--- config.mk ---
export PLATFORM = sky130hd
export DESIGN_NAME = fxc_convert
export DESIGN_NICKNAME = d
export VERILOG_FILES = /design/src/rtl/fxc_pkg.sv /design/src/rtl/fxc_align.sv /design/src/rtl/fxc_quant.sv /design/src/rtl/fxc_range.sv /design/src/rtl/fxc_convert.sv
export SDC_FILE = /design/constraint.sdc
export NUM_CORES = 1
export LEC_CHECK = 0
export CORE_MARGIN = 1.5
export CORE_UTILIZATION = 44
export CTS_BUF_LIST = sky130_fd_sc_hd__clkbuf_16
export CTS_CLUSTER_SIZE = 40
export DETAILED_ROUTE_END_ITERATION = 16
export PLACE_DENSITY_LB_ADDON = 0.2
export SLEW_MARGIN = 20
export SYNTH_ARGS = -nofsm -noshare
export SYNTH_HDL_FRONTEND = slang
export SYNTH_SLANG_ARGS = --single-unit
--- constraint.sdc ---
create_clock -name clk_i -period 1.55 [get_ports clk_i]
set_input_delay 0.31 -clock clk_i [delete_from_list [all_inputs] [get_ports clk_i]]
set_output_delay 0.31 -clock clk_i [all_outputs]
set_load 0.01 [all_outputs]
--- src/rtl/fxc_pkg.sv ---
package fxc_pkg;
  typedef enum logic [1:0] {
    OVF_SAT  = 2'b00,
    OVF_WRAP = 2'b01,
    OVF_ERR  = 2'b10,
    OVF_ERRX = 2'b11
  } ovf_mode_e;

  typedef enum logic {
    Q_TRUNC = 1'b0,
    Q_ROUND = 1'b1
  } q_mode_e;

  function automatic int imax(input int a, input int b);
    return (a > b) ? a : b;
  endfunction
endpackage

--- src/rtl/fxc_align.sv ---
module fxc_align #(
  parameter int IN_W      = 11,
  parameter bit IN_SIGNED = 1'b1,
  parameter int SH_UP     = 0,
  parameter int WW        = IN_W + 2 + SH_UP
) (
  input  logic [IN_W-1:0]        din_i,
  output logic signed [WW-1:0]   dout_o
);
  logic                 ext_bit;
  logic signed [WW-1:0] ext;

  generate
    if (IN_SIGNED) begin : g_sext
      assign ext_bit = din_i[IN_W-1];
    end else begin : g_zext
      assign ext_bit = 1'b0;
    end
  endgenerate

  assign ext    = {{(WW-IN_W){ext_bit}}, din_i};
  // new low fraction bits are zero
  assign dout_o = ext <<< SH_UP;
endmodule

--- src/rtl/fxc_quant.sv ---
module fxc_quant #(
  parameter int WW    = 13,
  parameter int SH_DN = 0
) (
  input  logic signed [WW-1:0] x_i,
  input  fxc_pkg::q_mode_e     mode_i,
  output logic signed [WW-1:0] q_o
);
  import fxc_pkg::*;

  generate
    if (SH_DN == 0) begin : g_pass
      assign q_o = x_i;
    end else begin : g_drop
      localparam logic [WW-1:0] HALF = WW'(1) << (SH_DN-1);
      logic signed [WW-1:0] bias;
      logic signed [WW-1:0] sum;
      always_comb begin
        // negative ties need half-1 so that floor moves away from zero
        if (mode_i != Q_ROUND)  bias = '0;
        else if (x_i[WW-1])     bias = $signed(HALF - WW'(1));
        else                    bias = $signed(HALF);
        sum = x_i + bias;
        q_o = sum >>> SH_DN;
      end
    end
  endgenerate
endmodule

--- src/rtl/fxc_range.sv ---
module fxc_range #(
  parameter int WW         = 13,
  parameter int OUT_W      = 5,
  parameter bit OUT_SIGNED = 1'b1
) (
  input  logic signed [WW-1:0] q_i,
  input  fxc_pkg::ovf_mode_e   mode_i,
  output logic [OUT_W-1:0]     data_o,
  output logic                 ovf_o
);
  import fxc_pkg::*;

  localparam int CW = imax(WW, OUT_W + 2);
  localparam logic [CW-1:0] ONE   = CW'(1);
  localparam logic [CW-1:0] HI_U  = OUT_SIGNED ? ((ONE << (OUT_W-1)) - ONE) : ((ONE << OUT_W) - ONE);
  localparam logic [CW-1:0] LO_U  = OUT_SIGNED ? (~(ONE << (OUT_W-1)) + ONE) : '0;
  localparam logic signed [CW-1:0] HI = $signed(HI_U);
  localparam logic signed [CW-1:0] LO = $signed(LO_U);

  logic signed [CW-1:0] qx;
  logic                 above, below, oor;

  always_comb begin
    qx    = q_i;
    above = qx > HI;
    below = qx < LO;
    oor   = above | below;
    unique case (mode_i)
      OVF_SAT: begin
        if (above)      data_o = HI_U[OUT_W-1:0];
        else if (below) data_o = LO_U[OUT_W-1:0];
        else            data_o = qx[OUT_W-1:0];
      end
      default:          data_o = qx[OUT_W-1:0];
    endcase
    ovf_o = oor & mode_i[1];
  end
endmodule

--- src/rtl/fxc_convert.sv ---
module fxc_convert #(
  parameter int IN_W       = 11,
  parameter int IN_FRAC    = 9,
  parameter bit IN_SIGNED  = 1'b1,
  parameter int OUT_W      = 5,
  parameter int OUT_FRAC   = 4,
  parameter bit OUT_SIGNED = 1'b1
) (
  input  logic             clk_i,
  input  logic             rst_ni,
  input  logic             valid_i,
  input  logic [IN_W-1:0]  data_i,
  input  logic             rnd_mode_i,
  input  logic [1:0]       ovf_mode_i,
  output logic             valid_o,
  output logic [OUT_W-1:0] data_o,
  output logic             ovf_o
);
  import fxc_pkg::*;

  localparam int SH_UP = (OUT_FRAC > IN_FRAC) ? OUT_FRAC - IN_FRAC : 0;
  localparam int SH_DN = (IN_FRAC > OUT_FRAC) ? IN_FRAC - OUT_FRAC : 0;
  localparam int WW    = IN_W + 2 + SH_UP;

  logic signed [WW-1:0] aligned, quant;
  logic [OUT_W-1:0]     conv;
  logic                 conv_ovf;

  fxc_align #(.IN_W(IN_W), .IN_SIGNED(IN_SIGNED), .SH_UP(SH_UP), .WW(WW)) u_align (
    .din_i  (data_i),
    .dout_o (aligned)
  );

  fxc_quant #(.WW(WW), .SH_DN(SH_DN)) u_quant (
    .x_i    (aligned),
    .mode_i (q_mode_e'(rnd_mode_i)),
    .q_o    (quant)
  );

  fxc_range #(.WW(WW), .OUT_W(OUT_W), .OUT_SIGNED(OUT_SIGNED)) u_range (
    .q_i    (quant),
    .mode_i (ovf_mode_e'(ovf_mode_i)),
    .data_o (conv),
    .ovf_o  (conv_ovf)
  );

  always_ff @(posedge clk_i or negedge rst_ni) begin
    if (!rst_ni) begin
      valid_o <= 1'b0;
      data_o  <= '0;
      ovf_o   <= 1'b0;
    end else begin
      valid_o <= valid_i;
      ovf_o   <= valid_i & conv_ovf;
      if (valid_i) data_o <= conv;
    end
  end


  valid_follow_chk: assert property (@(posedge clk_i) disable iff (!rst_ni)
    valid_i |=> valid_o);

  valid_drop_chk: assert property (@(posedge clk_i) disable iff (!rst_ni)
    !valid_i |=> !valid_o);

  hold_chk: assert property (@(posedge clk_i) disable iff (!rst_ni)
    !valid_i |=> $stable(data_o));

  ovf_valid_chk: assert property (@(posedge clk_i) disable iff (!rst_ni)
    ovf_o |-> valid_o);

  quiet_mode_chk: assert property (@(posedge clk_i) disable iff (!rst_ni)
    (valid_i && !ovf_mode_i[1]) |=> !ovf_o);
endmodule

==> impl_metrics.json <==
{
  "ctsHoldBuffers": 0,
  "start_kind": "primary input",
  "netlist_top_cells_area": "dfrtp_1 (30%), a21oi_1 (5.2%), ha_1 (4.3%), a211oi_1 (3.9%), inv_1 (3.9%)",
  "dieHeight_um": 39.25,
  "num_rows": 12,
  "clock_skew_ps": 0,
  "layout-drive-gt1-share_pct": 43.12,
  "ys_types": 31,
  "status": "complete, but fails checks",
  "synth_largest_area_cell": "dfrtp_1",
  "tightest_slew_ps": 411.7,
  "synth_xor_area_share_pct": 3.030,
  "rsz0062_at_grt": "true",
  "violations": "setup timing",
  "final_antenna_net_count": 0,
  "coreArea_um2": 1171,
  "grt_usage_pct": 42.40,
  "synth_edf_count": 0,
  "finalSetupTns_ps": -2372,
  "insertion_delay_ps": 230,
  "powerDensity_nw_per_um2": 858.5,
  "final_cell_mix": "buf_4 (19), clkdlybuf4s50_1 (16), dfrtp_1 (7)",
  "grt_pass1_vias": 812,
  "cts-buffers-inserted": 3,
  "cp-startpoint": "data_i[1]",
  "die_area_um2": 1540,
  "synth_top_family_by_area": "compound AO/OA/AOI/OAI gates",
  "grt_max_degree": 8,
  "synth_area_per_cell_um2": 9.175,
  "syn_area_um2": 578.1,
  "end_kind": "flip-flop",
  "place.gp.congestion": 0.8514,
  "initial_core_util_pct": 49.36,
  "antenna_found_initial": 0,
  "synthMuxAreaShare_pct": 3.896,
  "p_leak_nw": 0.5049,
  "clk_pin_slew_worst_paths_ps": 40,
  "regToRegSetupSlack_ps": 720,
  "cts.htree.levels": 1,
  "max_cap_viol_count": 0,
  "cts_tree": "built",
  "drc_errors": 0,
  "slew_headroom_pct": 72.30,
  "routed_wl_um": 3058,
  "wl_per_cell_um": 24.86,
  "async_flop_share_pct": 100.0,
  "cts_buffer_depth": 2,
  "final_util_pct": 96.90,
  "setup_violations": 6,
  "min_path_type": "in2async",
  "cts_root_buffer": "clkbuf_16",
  "finalHoldViolCount": 0,
  "drtIter0Drc": 41,
  "antenna_cells": 0,
  "timing.final.crit_share_pct": 129.1,
  "vias_per_cell": 6.642,
  "finalNetCount": 129,
  "hold_slack_ps": 359.5,
  "yosysSeqAreaShare_pct": 30.30,
  "worst-setup-path-type": "in2reg",
  "period_needed_ps": 2001,
  "ios": 24,
  "netlist_instances": 63,
  "synth_fp_nets": 82,
  "die-width_um": 39.25,
  "clock.fmax_mhz": 499.8,
  "ys.flop_type": "dfrtp_1",
  "ys.warnings.count": 0,
  "ys_seq_elements": 7,
  "worstPathArrival_ps": 2160,
  "peakVddDrop_uv": 828.4,
  "synthSimpleGateAreaFrac_pct": 19.48,
  "synth_compound_area_share_pct": 35.06,
  "synth-adder-area-share_pct": 4.329,
  "r2r_start": "data_o[2]$_DFFE_PN0P_",
  "drv_slew": 0,
  "cts.sinks": 7,
  "overflow": 0,
  "cp_max_fo": 5,
  "crit_required_ps": 1710,
  "dp_hpwl_um": 1439,
  "synth.top_cell.area_share_pct": 30.30,
  "syn2layout_area_growth_pct": 96.32,
  "pre_cts_slack_ps": -1080,
  "n_fill_cell": 20,
  "port_buffers": 23,
  "finalWorstSetupSlack_ps": -450.6,
  "grt_pass1_wl_um": 4098,
  "layout_commonest_cell": "buf_4",
  "via_count": 817,
  "drt_first_pass_iters": 4
}
-- per-stage QoR --
stage                     cell area (µm²)  cells  power (W)
after floorplan                     616.8     63  0.0003254
after global placement              969.7    114  0.0004598
after detailed placement            969.7    114  0.0004701
after CTS                            1089    121  0.0009217
after global routing                 1135    123  0.0009990
final                                1135    123  0.0009742
-- critical path, cell delays in order --
cell	delay, ps
clkdlybuf4s15_1	210
ha_4	300
a211oi_2	60
nor3b_2	200
buf_4	170
a31oi_4	120
o31ai_4	340
xnor2_1	200
and3_1	230
-- sequential cells by signal (all words and copies together), names as in the netlist --
name     cells
data_o       5
ovf_o        1
valid_o      1
-- logic make-up after synthesis --
group | count (synthesis)
XOR/XNOR | 2
adder cells (fa/ha/maj) | 2
buffers and inverters | 6
multiplexers | 1
AND/OR/NAND/NOR | 21
AO/OA/AOI/OAI | 24
flip-flops | 7
-- per-layer routing --
layer | part of all wire [%] | vias up | GRT usage, %
met1 | 37 | 386 | 43.71
met4 | 4.3 | 0 | 29.31
met2 | 49 | 86 | 68.33
met3 | 9.6 | 14 | 17.92
met5 | 0 | - | 0
li1 | - | 331 | -
-- path summary, 6_finish.rpt --
kind,end,cells past startpoint
max,ovf_o$_DFF_PN0_,9
min,data_o[1]$_DFFE_PN0P_,1
min in group clk_i,data_o[3]$_DFFE_PN0P_,1
min reg2reg,data_o[3]$_DFFE_PN0P_,1
max reg2reg,data_o[2]$_DFFE_PN0P_,2
max in group asynchronous,data_o[4]$_DFFE_PN0P_,1
-- final cells by class --
class	count	area, µm²	share of cell area, %
timing repair buffer	42	377.9	33.30
clock buffer	3	75.07	6.615
tap	14	17.52	1.544
multi-input combinational	50	462.9	40.79
inverter	6	22.52	1.985
clock inverter	1	3.754	0.3308
sequential	7	175.2	15.44
-- Yosys cell counts (2+ instances only) --
cell type and instances:
a21oi_1 6, ha_1 2, nor3_1 2, o31ai_1 3, a211oi_1 3, xnor2_1 2, nand2_1 5, nor2_1 6
inv_1 6, dfrtp_1 7
-- timing repair --
action	4_1_cts	5_1_grt
setup buffers	3	2
endpoints found under the setup margin	6	6
cloned	0	0
pin swaps	17	7
gates resized for setup	22	6
-- power by group --
group	total, W	internal, W	switching, W
Combinational	0.000308	0.000159	0.000149
Sequential	0.000217	0.000203	0.0000142
Clock	0.000449	0.000337	0.000112
Total	0.000974	0.000699	0.000275
Power figures use the tool's default switching activity.
